File: src/rtl/bus_recovery_pkg.sv
package bus_recovery_pkg;
  typedef enum logic [2:0] {
    ST_IDLE       = 3'd0,
    ST_SCL_LOW    = 3'd1,
    ST_SCL_REL    = 3'd2,
    ST_STOP_SETUP = 3'd3,
    ST_STOP_HOLD  = 3'd4
  } rec_state_t;
endpackage

File: src/rtl/rec_half_timer.sv
module rec_half_timer #(
  parameter int HALF_CYC = 600
) (
  input  logic clk,
  input  logic rst_n,
  input  logic restart,
  output logic tick
);
  localparam int CW = (HALF_CYC > 1) ? $clog2(HALF_CYC) : 1;
  localparam logic [CW-1:0] LAST = CW'(HALF_CYC - 1);

  logic [CW-1:0] cnt_q;

  assign tick = (cnt_q == LAST);

  always_ff @(posedge clk or negedge rst_n) begin
    if (!rst_n)       cnt_q <= '0;
    else if (restart) cnt_q <= '0;
    else              cnt_q <= cnt_q + 1'b1;
  end

  a_r3_timer_bound: assert property (@(posedge clk) disable iff (!rst_n)
    cnt_q <= LAST);
endmodule

File: src/rtl/rec_pulse_counter.sv
module rec_pulse_counter #(
  parameter int MAX_PULSES = 9
) (
  input  logic clk,
  input  logic rst_n,
  input  logic clear,
  input  logic inc,
  output logic last
);
  localparam int CW = $clog2(MAX_PULSES + 1);
  localparam logic [CW-1:0] LAST_IDX = CW'(MAX_PULSES - 1);

  logic [CW-1:0] cnt_q;

  assign last = (cnt_q == LAST_IDX);

  always_ff @(posedge clk or negedge rst_n) begin
    if (!rst_n)     cnt_q <= '0;
    else if (clear) cnt_q <= '0;
    else if (inc)   cnt_q <= cnt_q + 1'b1;
  end

  a_r5_count_bound: assert property (@(posedge clk) disable iff (!rst_n)
    cnt_q <= CW'(MAX_PULSES));
endmodule

File: src/rtl/rec_fsm.sv
module rec_fsm
  import bus_recovery_pkg::*;
(
  input  logic clk,
  input  logic rst_n,
  input  logic start_i,
  input  logic sda_in_i,
  input  logic tick,
  input  logic last,
  output logic restart,
  output logic cnt_clear,
  output logic cnt_inc,
  output logic scl_ovr_o,
  output logic sda_ovr_o,
  output logic done_o,
  output logic released_o
);
  rec_state_t state_q, state_d;
  logic done_q, done_d;
  logic rel_q, rel_d;

  always_comb begin
    state_d   = state_q;
    done_d    = 1'b0;
    rel_d     = rel_q;
    cnt_clear = 1'b0;
    cnt_inc   = 1'b0;
    unique case (state_q)
      ST_IDLE: begin
        if (start_i) begin
          if (sda_in_i) begin
            done_d = 1'b1;
            rel_d  = 1'b1;
          end else begin
            state_d   = ST_SCL_LOW;
            rel_d     = 1'b0;
            cnt_clear = 1'b1;
          end
        end
      end
      ST_SCL_LOW: if (tick) state_d = ST_SCL_REL;
      ST_SCL_REL: begin
        if (tick) begin
          cnt_inc = 1'b1;
          if (sda_in_i) begin
            state_d = ST_STOP_SETUP;
            rel_d   = 1'b1;
          end else if (last) begin
            state_d = ST_STOP_SETUP;
          end else begin
            state_d = ST_SCL_LOW;
          end
        end
      end
      ST_STOP_SETUP: if (tick) state_d = ST_STOP_HOLD;
      ST_STOP_HOLD: begin
        if (tick) begin
          state_d = ST_IDLE;
          done_d  = 1'b1;
        end
      end
      default: state_d = ST_IDLE;
    endcase
  end

  always_ff @(posedge clk or negedge rst_n) begin
    if (!rst_n) begin
      state_q <= ST_IDLE;
      done_q  <= 1'b0;
      rel_q   <= 1'b0;
    end else begin
      state_q <= state_d;
      done_q  <= done_d;
      rel_q   <= rel_d;
    end
  end

  assign restart    = (state_q == ST_IDLE) || tick;
  assign scl_ovr_o  = (state_q == ST_SCL_LOW) || (state_q == ST_STOP_SETUP);
  assign sda_ovr_o  = (state_q == ST_STOP_SETUP) || (state_q == ST_STOP_HOLD);
  assign done_o     = done_q;
  assign released_o = rel_q;

  a_r1_done_quiet: assert property (@(posedge clk) disable iff (!rst_n)
    done_o |-> (!scl_ovr_o && !sda_ovr_o));
  a_r6_stop_order: assert property (@(posedge clk) disable iff (!rst_n)
    $rose(sda_ovr_o) |-> scl_ovr_o);
  a_r6_stop_end: assert property (@(posedge clk) disable iff (!rst_n)
    $fell(sda_ovr_o) |-> done_o);
  a_r7_done_single: assert property (@(posedge clk) disable iff (!rst_n)
    done_o |=> !done_o);
  a_r7_rel_hold: assert property (@(posedge clk) disable iff (!rst_n)
    (!start_i && state_q == ST_IDLE) |=> $stable(released_o));
endmodule

File: src/rtl/bus_recovery.sv
module bus_recovery #(
  parameter int HALF_CYC   = 600,
  parameter int MAX_PULSES = 9
) (
  input  logic clk,
  input  logic rst_n,
  input  logic start_i,
  input  logic sda_in_i,
  output logic scl_ovr_o,
  output logic sda_ovr_o,
  output logic done_o,
  output logic released_o
);
  logic tick, restart, last, cnt_clear, cnt_inc;

  rec_half_timer #(.HALF_CYC(HALF_CYC)) u_timer (
    .clk(clk), .rst_n(rst_n), .restart(restart), .tick(tick)
  );

  rec_pulse_counter #(.MAX_PULSES(MAX_PULSES)) u_count (
    .clk(clk), .rst_n(rst_n), .clear(cnt_clear), .inc(cnt_inc), .last(last)
  );

  rec_fsm u_fsm (
    .clk(clk), .rst_n(rst_n), .start_i(start_i), .sda_in_i(sda_in_i),
    .tick(tick), .last(last), .restart(restart), .cnt_clear(cnt_clear),
    .cnt_inc(cnt_inc), .scl_ovr_o(scl_ovr_o), .sda_ovr_o(sda_ovr_o),
    .done_o(done_o), .released_o(released_o)
  );
endmodule

File: config.mk
export PLATFORM = sky130hd
export DESIGN_NAME = bus_recovery
export DESIGN_NICKNAME = d
export VERILOG_FILES = /design/src/rtl/bus_recovery_pkg.sv /design/src/rtl/rec_half_timer.sv /design/src/rtl/rec_pulse_counter.sv /design/src/rtl/rec_fsm.sv /design/src/rtl/bus_recovery.sv
export SDC_FILE = /design/constraint.sdc
export NUM_CORES = 1
export LEC_CHECK = 0
export ABC_AREA = 1
export BUFFER_PORTS_ARGS = -buffer_cell sky130_fd_sc_hd__clkbuf_2
export CORE_MARGIN = 5
export CORE_UTILIZATION = 45
export DETAILED_ROUTE_END_ITERATION = 12
export PLACE_DENSITY_LB_ADDON = 0.2
export SETUP_SLACK_MARGIN = 0.1
export SLEW_MARGIN = 0
export SYNTH_ARGS = -nofsm -noshare
export SYNTH_HDL_FRONTEND = slang
export SYNTH_SLANG_ARGS = --single-unit
export TNS_END_PERCENT = 10
File: constraint.sdc
create_clock -name clk -period 2.8 [get_ports clk]
set_input_delay 0.42 -clock clk [delete_from_list [all_inputs] [get_ports clk]]
set_output_delay 0.42 -clock clk [all_outputs]
set_load 0.01 [all_outputs]
== After elaboration in Yosys (flattened, before gate mapping) ==
Cells that the tools add are included.

* Memory bits (writable): 0
* Input bits: 4
* Bits in latches: 0
* ROM bits: 0
* Memories: 0
* Word-level logic and storage cells: 52
* Output and inout bits: 4
* Register bits after elaboration: 19

* $lt $le $gt $ge: 0
* Divide/modulo/power cells: 0
* Reduce and logical (&&, ||, !) cells: 8
* Equality and inequality tests: 13
* Multiply operators: 0
* Bitwise gates (word level): 0
* $add $sub $neg: 2
* Muxes and demuxes: 24
* Shift-type cells: 0

{| class="wikitable"
|+ Operators by type and width
! cell !! count
|-
| 3-bit 2-to-1 mux || 7
|-
| 3-bit case mux with 5 select lines || 1
|-
| 10-bit by 1-bit adder with 10-bit output, second input constant || 1
|-
| 10-bit == test, second input constant || 1
|-
| 1-bit 2-to-1 mux || 10
|-
| 10-bit 2-to-1 mux || 1
|-
| 4-bit 2-to-1 mux || 2
|-
| 2-bit by 1-bit inequality test with 1-bit output, second input constant || 4
|-
| 3-bit by 2-bit == test with 1-bit output, second input constant || 2
|-
| 2-bit inequality test, second input constant || 3
|-
| 6-bit AND reduction || 1
|-
| 4-bit by 1-bit adder with 4-bit output, second input constant || 1
|-
| 4-bit == test, second input constant || 1
|-
| 1-bit case mux with 2 select lines || 2
|-
| 4-bit AND reduction || 1
|-
| 2-bit nonzero test || 2
|-
| 3-bit by 1-bit == test with 1-bit output, second input constant || 1
|-
| 3-bit == test, second input constant || 1
|-
| 3-bit zero test || 1
|-
| 1-bit logical OR || 3
|-
| 2-bit 2-to-1 mux || 1
|}

== Logic depth before layout (Yosys ltp) ==
Gate-level depths: netlist of the first run.

* Depth in word-level cells: 5
* Gate-level depth with buffers: 9
* Mapped depth without buffers: 9

== Modules after synthesis ==
A second synthesis of the first run with hierarchy kept.

* Cells, all modules: 139
* Area total of the unflattened synthesis: 1077.3 um^2

{| class="wikitable"
|+ By module, submodules not included
! module !! cells an instance !! area an instance (um^2) !! sequential area each (um^2) !! instances
|-
| rec_half_timer || 61 || 506.7 || 250.2 || 1
|-
| rec_fsm || 50 || 345.3 || 125.1 || 1
|-
| rec_pulse_counter || 28 || 225.2 || 100.1 || 1
|}

== Worst setup path after synthesis of the first run ==
Ideal clock, no wire load.

* Path kind: reg-to-reg
* Start point: register u_timer.cnt_q[0]
* End point: register u_timer.cnt_q[4]
* Required time: 2.677 ns
* Stages on the path, launching flop included: 7
* Path buffers: 0
* Period minus slack after synthesis: 1.264 ns
* Arrival: 1.141 ns
* Setup time: 0.123 ns
* Slack: 1.536 ns
* Cell sequence: dfrtp_1 -> ha_1 -> nand2_2 -> nor3_2 -> nand3_1 -> nand2_2 -> nor3b_1

* Word-level cells in the longest chain between the ends: 3
* Elaborated cells between the ends (all ways): 4
* Classes of those cells: add/sub: 1; eq/ne: 1; mux: 1; reduce/logical: 1

{| class="wikitable"
|+ Ends and longest elaborated chain
! element !! line !! source
|-
| from (decl) || rec_half_timer.sv:12 || <nowiki>logic [CW-1:0] cnt_q;</nowiki>
|-
| from (signal assigned) || rec_half_timer.sv:19 || <nowiki>else cnt_q <= cnt_q + 1'b1;</nowiki>
|-
| branches (longest 2 deep; another with 10-bit by 1-bit adder with 10-bit output) || -- ||
|-
| 10-bit 2-to-1 mux (*) || rec_half_timer.sv:18 || <nowiki>else if (restart) cnt_q <= '0;</nowiki>
|}

Every way passes the cells marked *.
A chain may end at the register's enable or synchronous reset.

== Worst setup path after layout of the first run ==
* Start point: register u_fsm.state_q[2]
* End point: output sda_ovr_o

* Word-level cells in the longest chain between the ends: 2
* Elaborated cells between the ends (all ways): 3
* Classes of those cells: eq/ne: 2; reduce/logical: 1

{| class="wikitable"
|+ Ends and longest elaborated chain
! element !! line !! source
|-
| from (decl) || rec_fsm.sv:18 || <nowiki>rec_state_t state_q, state_d;</nowiki>
|-
| from (signal assigned) || rec_fsm.sv:72 || <nowiki>state_q <= state_d;</nowiki>
|-
| 3-bit by 2-bit == test with 1-bit output / 3-bit == test (equally long branches) || rec_fsm.sv:80 || <nowiki>assign sda_ovr_o = (state_q == ST_STOP_SETUP) || (state_q == ST_STOP_HOLD);</nowiki>
|-
| 1-bit logical OR (*) || rec_fsm.sv:80 ||
|-
| to (decl) || bus_recovery.sv:10 || <nowiki>output logic sda_ovr_o,</nowiki>
|}

Every way passes the cells marked *; elsewhere a longest branch is shown, timed or not.

==> qor.csv, run 1 <==
metric;value;unit
die_w;58.9;um
worstMarginPinSlew;0.465;ns
hp-class;in2async;
swShare;0.409;
drt_first_pass_iters;4;
fin_crit_sh;0.613;
fin_skew;0.00244;ns
p_sw;0.000337;W
cp.required;2.38;ns
boundaryPins;8;
drv_cap;0;
rsz0062_at_grt;false;
clock-sinks;19;
final_cells;178;
crit_family;flip-flops;
coreArea;2250;um^2
cts_resized;0;
cts_tree;built;
peakVddDrop;0.382;mV
final.setup.tns;0;ns
relSlewSlack;0.690;
power_frac_seq;0.441;
critPathSlowestCell;dfrtp_1;
grt_overflow;0;
worstPathMaxFanout;3;
grt_pass1_wl;3510;um
ys_seq_area_frac;0.442;
cts.clk_slew.worst_paths;0.11;ns
critPathArrivalTime;1.30;ns
root_buffer;clkbuf_4;
hpwlAfterDp;1550;um
antenna_found_initial;0;
antenna_cells;0;
die-area;3470;um^2
p_clk_frac;0.168;
grt_max_degree;20;
p_leak;0.620;nW
initial_core_util;0.477;
worstPathCellList;inv_2 > nand2_1 > nor2_1 > inv_1 > nand2_1 > clkbuf_2;
syn_nets;146;
startpoint_type;register;
placed_cells;174;
worst_slack;1.08;ns
final_antenna_net_count;0;
final_nets;158;
finalSetupViolations;0;
crit_type;reg2out;
cts_hold_buf;0;
syn_inst;139;
area_growth;8.96;%
synth_cell_type_count;23;
htreeDepth;1;
die_y;58.9;um
layout_commonest_cell;nand2_1;
max-clock-path-buffers;2;
avgSynthCellArea;7.73;um^2
ys_warn_count;0;
finalHoldViolCount;0;
cts_setup_buffers;0;
vias_per_cell;4.84;
path_buf_inv;3;
clk_latency;0.29;ns
ys_ff_latch;19;
drive_above_1_share;0.147;
grt_pass1_vias;843;
cts-buffers-inserted;3;
gp_congestion;0.811;
io_buffer_count;7;
synth.cell_area;1070;um^2
status;finished, final reports clean;
hold_slack;0.0547;ns
rows;17;
crit_top_cell;nand2_1;
fmax;583;MHz
fillers;237;
cp-end-kind;output port;
combPwrFrac;0.391;
p_int;0.000487;W
wire_per_inst;11.0;um
drtIter0Drc;31;
place_ws;1.39;ns
power_density;704;nW/um^2
final_cell_mix;32 x nand2_1, 20 x inv_1, 19 x dfrtp_1, 17 x nand3_1, 14 x nor2_1;
max_stage_delay;0.42;ns
min_period;1.72;ns
drc;0;
maxSlewViolCount;0;
grt.total_usage;0.130;
finalWirelength;1960;um
vias;862;
-- cell families after synthesis --
| group | after synthesis | share of synthesized area |
|---|---|---|
| buffers and inverters | 23 | 0.0815 |
| XOR/XNOR | 5 | 0.0407 |
| AND/OR/NAND/NOR | 82 | 0.364 |
| flip-flops | 19 | 0.442 |
| AO/OA/AOI/OAI | 7 | 0.0361 |
| adder cells (fa/ha/maj) | 3 | 0.0349 |
-- state kept, by name, summed over array words and instances, names as in the netlist --
name,flops
u_fsm.released_o,1
u_count.cnt_q,4
u_timer.cnt_q,10
u_fsm.state_q,3
u_fsm.done_o,1
-- per-layer routing --
metal | wire, um | part of all wire | vias up | global-route usage
met3 | 64 | 0.033 | 2 | 0.0329
met2 | 902 | 0.46 | 7 | 0.216
met4 | 9 | 0.0046 | 0 | 0.0194
met1 | 986 | 0.50 | 390 | 0.173
met5 | 0 | 0 | - | 0
li1 | - | - | 463 | -
-- cells in the mapped netlist, drive strengths merged --
library cell	number	area share
nor3b	1	0.0070
inv	22	0.077
xor2	4	0.033
and3	1	0.0058
nand3	17	0.079
nor3	6	0.037
clkinv	1	0.0047
nand2	35	0.13
nand4	5	0.035
xnor2	1	0.0082
o21bai	1	0.0070
a21oi	2	0.0093
o22ai	1	0.0058
nor2	17	0.071
dfrtp	19	0.44
o21ai	3	0.014
ha	3	0.035
-- worst paths after layout --
check / startpoint / endpoint / slack (ns) / cells past startpoint
min: rst_n / u_fsm.state_q[1]$_DFFE_PN0P_ / 0.05 / 1
max: u_fsm.state_q[2]$_DFFE_PN0P_ / sda_ovr_o / 1.08 / 6
min in group clk: sda_in_i / u_fsm.released_o$_DFFE_PN0P_ / 0.39 / 3
max reg2reg: u_timer.cnt_q[0]$_DFF_PN0_ / u_timer.cnt_q[4]$_DFF_PN0_ / 1.40 / 6
max in group asynchronous: rst_n / u_fsm.released_o$_DFFE_PN0P_ / 2.43 / 1
min reg2reg: u_timer.cnt_q[0]$_DFF_PN0_ / u_timer.cnt_q[0]$_DFF_PN0_ / 0.46 / 1
-- final cells by class --
cell class,instances,area [um^2],area share
multi-input cells,97,512,0.437
repair buffers,7,35.0,0.0299
well taps,28,35.0,0.0299
flip-flops and latches,19,475,0.406
inverters,23,87.6,0.0748
clock buffers,4,26.3,0.0224
-- power groups by stage --
| stage | clock network, W | logic (W) | registers, W |
|---|---|---|---|
| finish | 0.000139 | 0.000322 | 0.000363 |
| floorplan | 0 | 0.000235 | 0.000368 |
| global route | 0.000161 | 0.000380 | 0.000372 |
| detailed placement | 0 | 0.000330 | 0.000371 |
| global placement | 0 | 0.000323 | 0.000368 |
| CTS | 0.000142 | 0.000329 | 0.000365 |
-- stage by stage --
step / utilization / power [W] / area, um^2
2_1_floorplan: - / 0.000603 / 1070
3_3_place_gp: 0.508 / 0.000691 / 1140
3_5_place_dp: 0.508 / 0.000701 / 1140
4_1_cts: 0.519 / 0.000836 / 1170
5_1_grt: 0.519 / 0.000912 / 1170
6_report: 0.519 / 0.000825 / 1170
(Power assumes the default switching activity.)
==> run 2: changes to the inputs <==
--- a/config.mk
+++ b/config.mk
@@ -5,7 +5,7 @@
 export SDC_FILE = /design/constraint.sdc
 export NUM_CORES = 1
 export LEC_CHECK = 0
-export ABC_AREA = 1
+export ABC_AREA = 0
 export BUFFER_PORTS_ARGS = -buffer_cell sky130_fd_sc_hd__clkbuf_2
 export CORE_MARGIN = 5
 export CORE_UTILIZATION = 45
==> constraint.sdc (replaced) <==
create_clock -name clk -period 1.7 [get_ports clk]
set_input_delay 0.255 -clock clk [delete_from_list [all_inputs] [get_ports clk]]
set_output_delay 0.255 -clock clk [all_outputs]
set_load 0.01 [all_outputs]
==> qor.csv, run 2 <==
metric;value;unit;change
reg2reg_depth;4;;-2
grt_max_degree;20;;unchanged
layout_commonest_cell;dfrtp_1;;
worst_slack;-0.177;ns;-1.26 ns
ys_ff_latch;19;;unchanged
synth_top_area_share;0.476;;+0.0332
wire_per_inst;12.4;um;+12%
cts-buffers-inserted;3;;unchanged
finalSetupViolations;5;;+5
status;finished, violations left;;
vias_per_cell;5.03;;+3.8%
ys.flop_type;dfrtp_1;;
fin_crit_sh;1.10;;
antenna_cells;0;;unchanged
synth_common_cells;19 x dfrtp_1, 16 x nor2_1, 12 x nand2_1;;
hp-start;sda_in_i;;
die_y;57.1;um;-2.9%
violations;negative setup slack;;
min_period;1.88;ns;
p_leak;0.611;nW;-1.4%
synth_cell_type_count;39;;+70%
yosysMostFrequentCell;dfrtp_1;;
relSlewSlack;0.681;;-0.00940
drt_first_pass_iters;5;;+1
worstPathMaxFanout;2;;-1
p_clk_frac;0.184;;+0.016
max-clock-path-buffers;2;;unchanged
clock-sinks;19;;unchanged
drive_above_1_share;0.282;;+0.136
cts.clk_slew.worst_paths;0.10;ns;about the same
peakVddDrop;0.555;mV;+45%
ys_warn_count;0;;unchanged
finalWirelength;1970;um;+0.15%
cp-end-kind;register;;
synth_async_sr_flop_share;1.00;;unchanged
final_antenna_net_count;0;;unchanged
r2r_end;u_count.cnt_q[3]$_DFFE_PN0P_;;
worstMarginPinSlew;0.479;ns;+0.0141 ns
syn_nets;110;;-25%
critPathArrivalTime;2.12;ns;+0.82 ns
p_sw;0.000390;W;+16%
startpoint_type;register;;
clk_latency;0.30;ns;about the same
combPwrFrac;0.340;;-0.051
ys_top_cells_by_area;dfrtp_1 48%, nor2_1 6.0%, nand2_1 4.5%;;
power_frac_seq;0.476;;+0.035
avgSynthCellArea;9.71;um^2;+26%
swShare;0.313;;-0.0958
fmax;533;MHz;
drc;0;;unchanged
maxSlewViolCount;0;;unchanged
gp_congestion;0.768;;-5.4%
drtIter0Drc;4;;-87%
initial_core_util;0.461;;-0.0159
yosys.area.top_type;dfrtp_1;;
cts_tree;built;;
final_nets;139;;-12%
rr_startpoint;u_fsm.state_q[0]$_DFFE_PN0P_;;
power.total;0.00124;W;+51%
coreArea;2170;um^2;-3.8%
cp.required;1.94;ns;-0.44 ns
fin_skew;0.00305;ns;+0.000611 ns
die-area;3260;um^2;-5.8%
synth_edf_count;0;;unchanged
finalHoldViolCount;0;;unchanged
largest_register_ffs;10;;unchanged
die_w;57.1;um;-2.9%
final_cell_mix;19 x dfrtp_1, 16 x nor2_1, 16 x buf_4, 12 x nand2_1, 6 x clkbuf_2;;
grt_overflow;0;;unchanged
vias;799;;-7.3%
top_regs;u_timer.cnt_q (10), u_count.cnt_q (4), u_fsm.state_q (3);;
rows;17;;unchanged
area_growth;28.2;%;
p_int;0.000854;W;+75%
hold-path-cell-count;2;;
antenna_found_initial;0;;unchanged
syn_inst;103;;-26%
grt_pass1_wl;3570;um;+2.0%
grt_pass1_vias;845;;+0.24%
regMostFlops;u_timer.cnt_q;;
cts_setup_buffers;0;;unchanged
boundaryPins;8;;unchanged
hp-class;in2reg;;
crit_type;reg2reg;;
ys_seq_area_frac;0.476;;+0.0332
hpwlAfterDp;1390;um;-10%
io_buffer_count;7;;unchanged
power_density;971;nW/um^2;+38%
synth.cell_area;1000;um^2;-7.0%
rsz0062_at_grt;true;;
grt.total_usage;0.140;;+0.0103
htreeDepth;1;;unchanged
hold_slack;0.228;ns;+0.173 ns
worst_hold_path.endpoint;u_fsm.released_o$_DFFE_PN0P_;;
drv_cap;0;;unchanged
ff2ff_setup_slack;-0.18;ns;-1.58 ns
root_buffer;clkbuf_4;;
-- run 2: cell count changes in the layout (fill, tap and decap cells not counted), moves of 3 or more --
cell,before,now
nand2_1,32,12
nand2_2,3,0
buf_6,0,3
nor3_1,4,1
buf_4,0,16
nand3_1,17,2
inv_1,20,5
-- run 2: per-layer routing --
| metal | track usage | wire length [um] | vias to the layer above |
|---|---|---|---|
| met5 | 0 | 0 | - |
| met4 | 0.0695 | 48 | 0 |
| met3 | 0.0204 | 60 | 5 |
| met2 | 0.219 | 886 | 12 |
| met1 | 0.189 | 969 | 369 |
| li1 | - | - | 413 |
-- run 2: worst max path at each step --
stage / from / end / slack (ns) / cells after the start
global placement: u_fsm.state_q[2]$_DFFE_PN0P_ / u_count.cnt_q[3]$_DFFE_PN0P_ / -0.26 / 4
CTS: u_fsm.state_q[0]$_DFFE_PN0P_ / u_count.cnt_q[3]$_DFFE_PN0P_ / -0.28 / 4
floorplan: u_fsm.state_q[2]$_DFFE_PN0P_ / u_count.cnt_q[3]$_DFFE_PN0P_ / -0.44 / 6
finish: u_fsm.state_q[0]$_DFFE_PN0P_ / u_count.cnt_q[3]$_DFFE_PN0P_ / -0.18 / 4
global route: u_fsm.state_q[0]$_DFFE_PN0P_ / u_count.cnt_q[2]$_DFFE_PN0P_ / -0.25 / 5
detailed placement: u_fsm.state_q[2]$_DFFE_PN0P_ / u_count.cnt_q[3]$_DFFE_PN0P_ / -0.26 / 4
-- run 2: power groups by stage --
stage | sequential (W) | combinational, W | clock [W]
after floorplan | 0.000621 | 0.000175 | 0
after detailed placement | 0.000593 | 0.000398 | 0
final | 0.000593 | 0.000422 | 0.000229
after global routing | 0.000605 | 0.000470 | 0.000258
after global placement | 0.000590 | 0.000390 | 0
after CTS | 0.000584 | 0.000414 | 0.000241
-- run 2: final cells by class --
class                           count  area, um^2
Multi-Input combinational cell     76         527
Fill cell                         201         888
Sequential cell                    19         475
Tap cell                           28        35.0
Inverter                            5        18.8
Timing Repair Buffer               27         199
Clock buffer                        4        26.3
-- run 2: cell families (layout without fill, tap and decap cells) --
logic type | count (synthesis) | in the layout | share of synthesized area
multiplexers | 2 | 2 | 0.0200
AND/OR/NAND/NOR | 50 | 50 | 0.262
adder cells (fa/ha/maj) | 3 | 3 | 0.0376
XOR/XNOR | 7 | 7 | 0.0613
buffers and inverters | 8 | 36 | 0.0388
AO/OA/AOI/OAI | 14 | 14 | 0.105
flip-flops | 19 | 19 | 0.476
-- run 2: what timing repair did --
item	4_1_cts	5_1_grt
hold buffers	1	0
setup endpoints to repair	14	15
pin swaps	2	6
resized for setup	3	7
cloned	0	0
hold endpoints to repair	19	0
-- run 2: critical path: stages (launching register included) --
cell and delay, ns:
dfrtp_1 0.39, or4b_4 0.54, or4_4 0.43, or4_1 0.40, nand2_1 0.06
-- run 2: stage by stage --
stage / setup WS [ns] / utilization / cells / setup TNS (ns) / cell area [um^2]
after floorplan: -0.436 / - / 103 / -1.51 / 1000
after global placement: -0.255 / 0.550 / 154 / -0.649 / 1190
after detailed placement: -0.264 / 0.550 / 154 / -0.703 / 1190
after CTS: -0.283 / 0.575 / 159 / -0.812 / 1250
after global routing: -0.250 / 0.591 / 159 / -0.951 / 1280
final: -0.177 / 0.591 / 159 / -0.580 / 1280
==> run 3: changes to the inputs <==
--- a/config.mk
+++ b/config.mk
@@ -6,12 +6,11 @@
 export NUM_CORES = 1
 export LEC_CHECK = 0
 export ABC_AREA = 0
-export BUFFER_PORTS_ARGS = -buffer_cell sky130_fd_sc_hd__clkbuf_2
+export BUFFER_PORTS_ARGS = -buffer_cell sky130_fd_sc_hd__buf_2
 export CORE_MARGIN = 5
 export CORE_UTILIZATION = 45
 export DETAILED_ROUTE_END_ITERATION = 12
 export PLACE_DENSITY_LB_ADDON = 0.2
-export SETUP_SLACK_MARGIN = 0.1
 export SLEW_MARGIN = 0
 export SYNTH_ARGS = -nofsm -noshare
 export SYNTH_HDL_FRONTEND = slang
==> qor.csv, run 3 (synthesis results as in run 2) <==
metric;value;unit;change
crit_family;simple AND/OR/NAND/NOR gates;;
fin_skew;0.00389;ns;+0.000834 ns
coreArea;2170;um^2;unchanged
path_buf_inv;1;;+1
p_leak;0.615;nW;+0.60%
final_cells;159;;unchanged
finalSetupViolations;5;;unchanged
cp.required;1.88;ns;-0.06 ns
grt_max_degree;20;;unchanged
drv_cap;0;;unchanged
fin_crit_sh;1.15;;+0.0456
die_y;57.1;um;unchanged
layout_commonest_cell;dfrtp_1;;
io_buffer_count;7;;unchanged
finalWirelength;2040;um;+3.9%
antenna_cells;0;;unchanged
p_int;0.000857;W;+0.31%
boundaryPins;8;;unchanged
drtIter0Drc;4;;unchanged
fmax;512;MHz;-4.0%
power_density;979;nW/um^2;+0.85%
power_frac_seq;0.475;;about the same
wire_per_inst;12.8;um;+3.9%
relSlewSlack;0.714;;+0.0331
placed_cells;154;;unchanged
p_sw;0.000395;W;+1.4%
regMostFlops;u_timer.cnt_q;;
vias_per_cell;5.15;;+2.5%
worst_slack;-0.255;ns;-0.0776 ns
area_growth;27.9;%;
final_antenna_net_count;0;;unchanged
die-area;3260;um^2;unchanged
startpoint_type;register;;
grt_pass1_wl;3570;um;unchanged
power.total;0.00125;W;+0.66%
die_w;57.1;um;unchanged
hpwlAfterDp;1460;um;+5.0%
combPwrFrac;0.341;;about the same
worstMarginPinSlew;0.429;ns;-0.0496 ns
clock-sinks;19;;unchanged
drive_above_1_share;0.282;;unchanged
maxSlewViolCount;0;;unchanged
fillers;208;;+3.5%
cts_tree;built;;
final.setup.tns;-0.985;ns;-0.406 ns
worstPathCellList;or4b_4 > or4_4 > buf_6 > o211ai_1 > o31ai_1;;
cts-buffers-inserted;3;;unchanged
rows;17;;unchanged
grt.total_usage;0.136;;-0.00357
initial_core_util;0.461;;unchanged
p_clk_frac;0.183;;about the same
htreeDepth;1;;unchanged
final_nets;139;;unchanged
rsz0062_at_grt;true;;
status;finished, violations left;;
max_stage_delay;0.54;ns;about the same
crit_type;reg2reg;;
grt_overflow;0;;unchanged
final_util;0.589;;-0.00115
antenna_found_initial;0;;unchanged
cp-end-kind;register;;
hp-class;in2reg;;
top_regs;u_timer.cnt_q (10), u_count.cnt_q (4), u_fsm.state_q (3);;
finalHoldViolCount;0;;unchanged
gp_congestion;0.775;;+1.0%
max-clock-path-buffers;2;;unchanged
final_cell_mix;19 x dfrtp_1, 18 x buf_4, 16 x nor2_1, 12 x nand2_1, 7 x buf_2;;
peakVddDrop;0.599;mV;+8.0%
min_period;1.95;ns;+0.0776 ns
critPathSlowestCell;or4b_4;;
critPathArrivalTime;2.14;ns;+0.02 ns
vias;819;;+2.5%
cts.clk_slew.worst_paths;0.11;ns;about the same
largest_register_ffs;10;;unchanged
swShare;0.316;;+0.00234
drt_first_pass_iters;4;;-1
grt_pass1_vias;819;;-3.1%
violations;negative setup slack;;
root_buffer;clkbuf_4;;
clk_latency;0.29;ns;about the same
worstPathMaxFanout;6;;+4
drc;0;;unchanged
==> run 3: what timing repair did <==
action                                 4_1_cts  5_1_grt
buffers inserted                             0        0
resized for setup                            4        3
hold buffers                                 1        0
setup endpoints to repair                    6        7
endpoints found under the hold margin       19        0
pin swaps                                    4        0
==> run 3: layer usage <==
metal,track usage,up-vias,part of all wire
li1,-,415,-
met1,0.183,397,0.48
met2,0.228,5,0.49
met3,0.0204,2,0.024
met4,0.0397,0,0.0083
met5,0,-,0
==> run 3: path summary, 6_finish.rpt <==
check | cells after the start | endpoint | slack (ns) | start
worst max-delay path | 5 | u_count.cnt_q[2]$_DFFE_PN0P_ | -0.25 | u_fsm.state_q[0]$_DFFE_PN0P_
worst min-delay path | 2 | u_fsm.released_o$_DFFE_PN0P_ | 0.23 | sda_in_i
worst max register to register | 5 | u_count.cnt_q[2]$_DFFE_PN0P_ | -0.25 | u_fsm.state_q[0]$_DFFE_PN0P_
worst min register to register | 1 | u_fsm.released_o$_DFFE_PN0P_ | 0.52 | u_fsm.released_o$_DFFE_PN0P_
max in group asynchronous | 2 | u_timer.cnt_q[6]$_DFF_PN0_ | 0.98 | rst_n
min in group asynchronous | 2 | u_fsm.done_o$_DFF_PN0_ | 0.42 | rst_n
==> run 3: per-stage QoR <==
stage / setup slack (ns) / hold WS, ns / instance area, um^2
final: -0.255 / 0.226 / 1280
after global routing: -0.289 / 0.237 / 1280
after CTS: -0.253 / 0.216 / 1250
after detailed placement: -0.267 / 0.220 / 1190
after global placement: -0.252 / 0.217 / 1190
after floorplan: -0.436 / -0.0406 / 1000
==> run 3: worst register-to-register path: stages (launching register included) <==
cell,delay [ns]
dfrtp_1,0.40
or4b_4,0.54
or4_4,0.50
buf_6,0.15
o211ai_1,0.17
o31ai_1,0.09
==> run 3: layout make-up <==
class / instances / area [um^2] / area share
clock buffer: 4 / 26.3 / 0.0205
timing repair buffer: 27 / 191 / 0.150
inverter: 5 / 18.8 / 0.0147
multi-input combinational: 76 / 532 / 0.416
sequential: 19 / 475 / 0.372
tap: 28 / 35.0 / 0.0274
==> run 3: power by group through the flow <==
stage	registers, W	clock network (W)	logic [W]
4_1_cts	0.000583	0.000242	0.000410
2_1_floorplan	0.000621	0	0.000175
3_5_place_dp	0.000592	0	0.000399
6_report	0.000595	0.000229	0.000427
5_1_grt	0.000604	0.000260	0.000476
3_3_place_gp	0.000590	0	0.000391
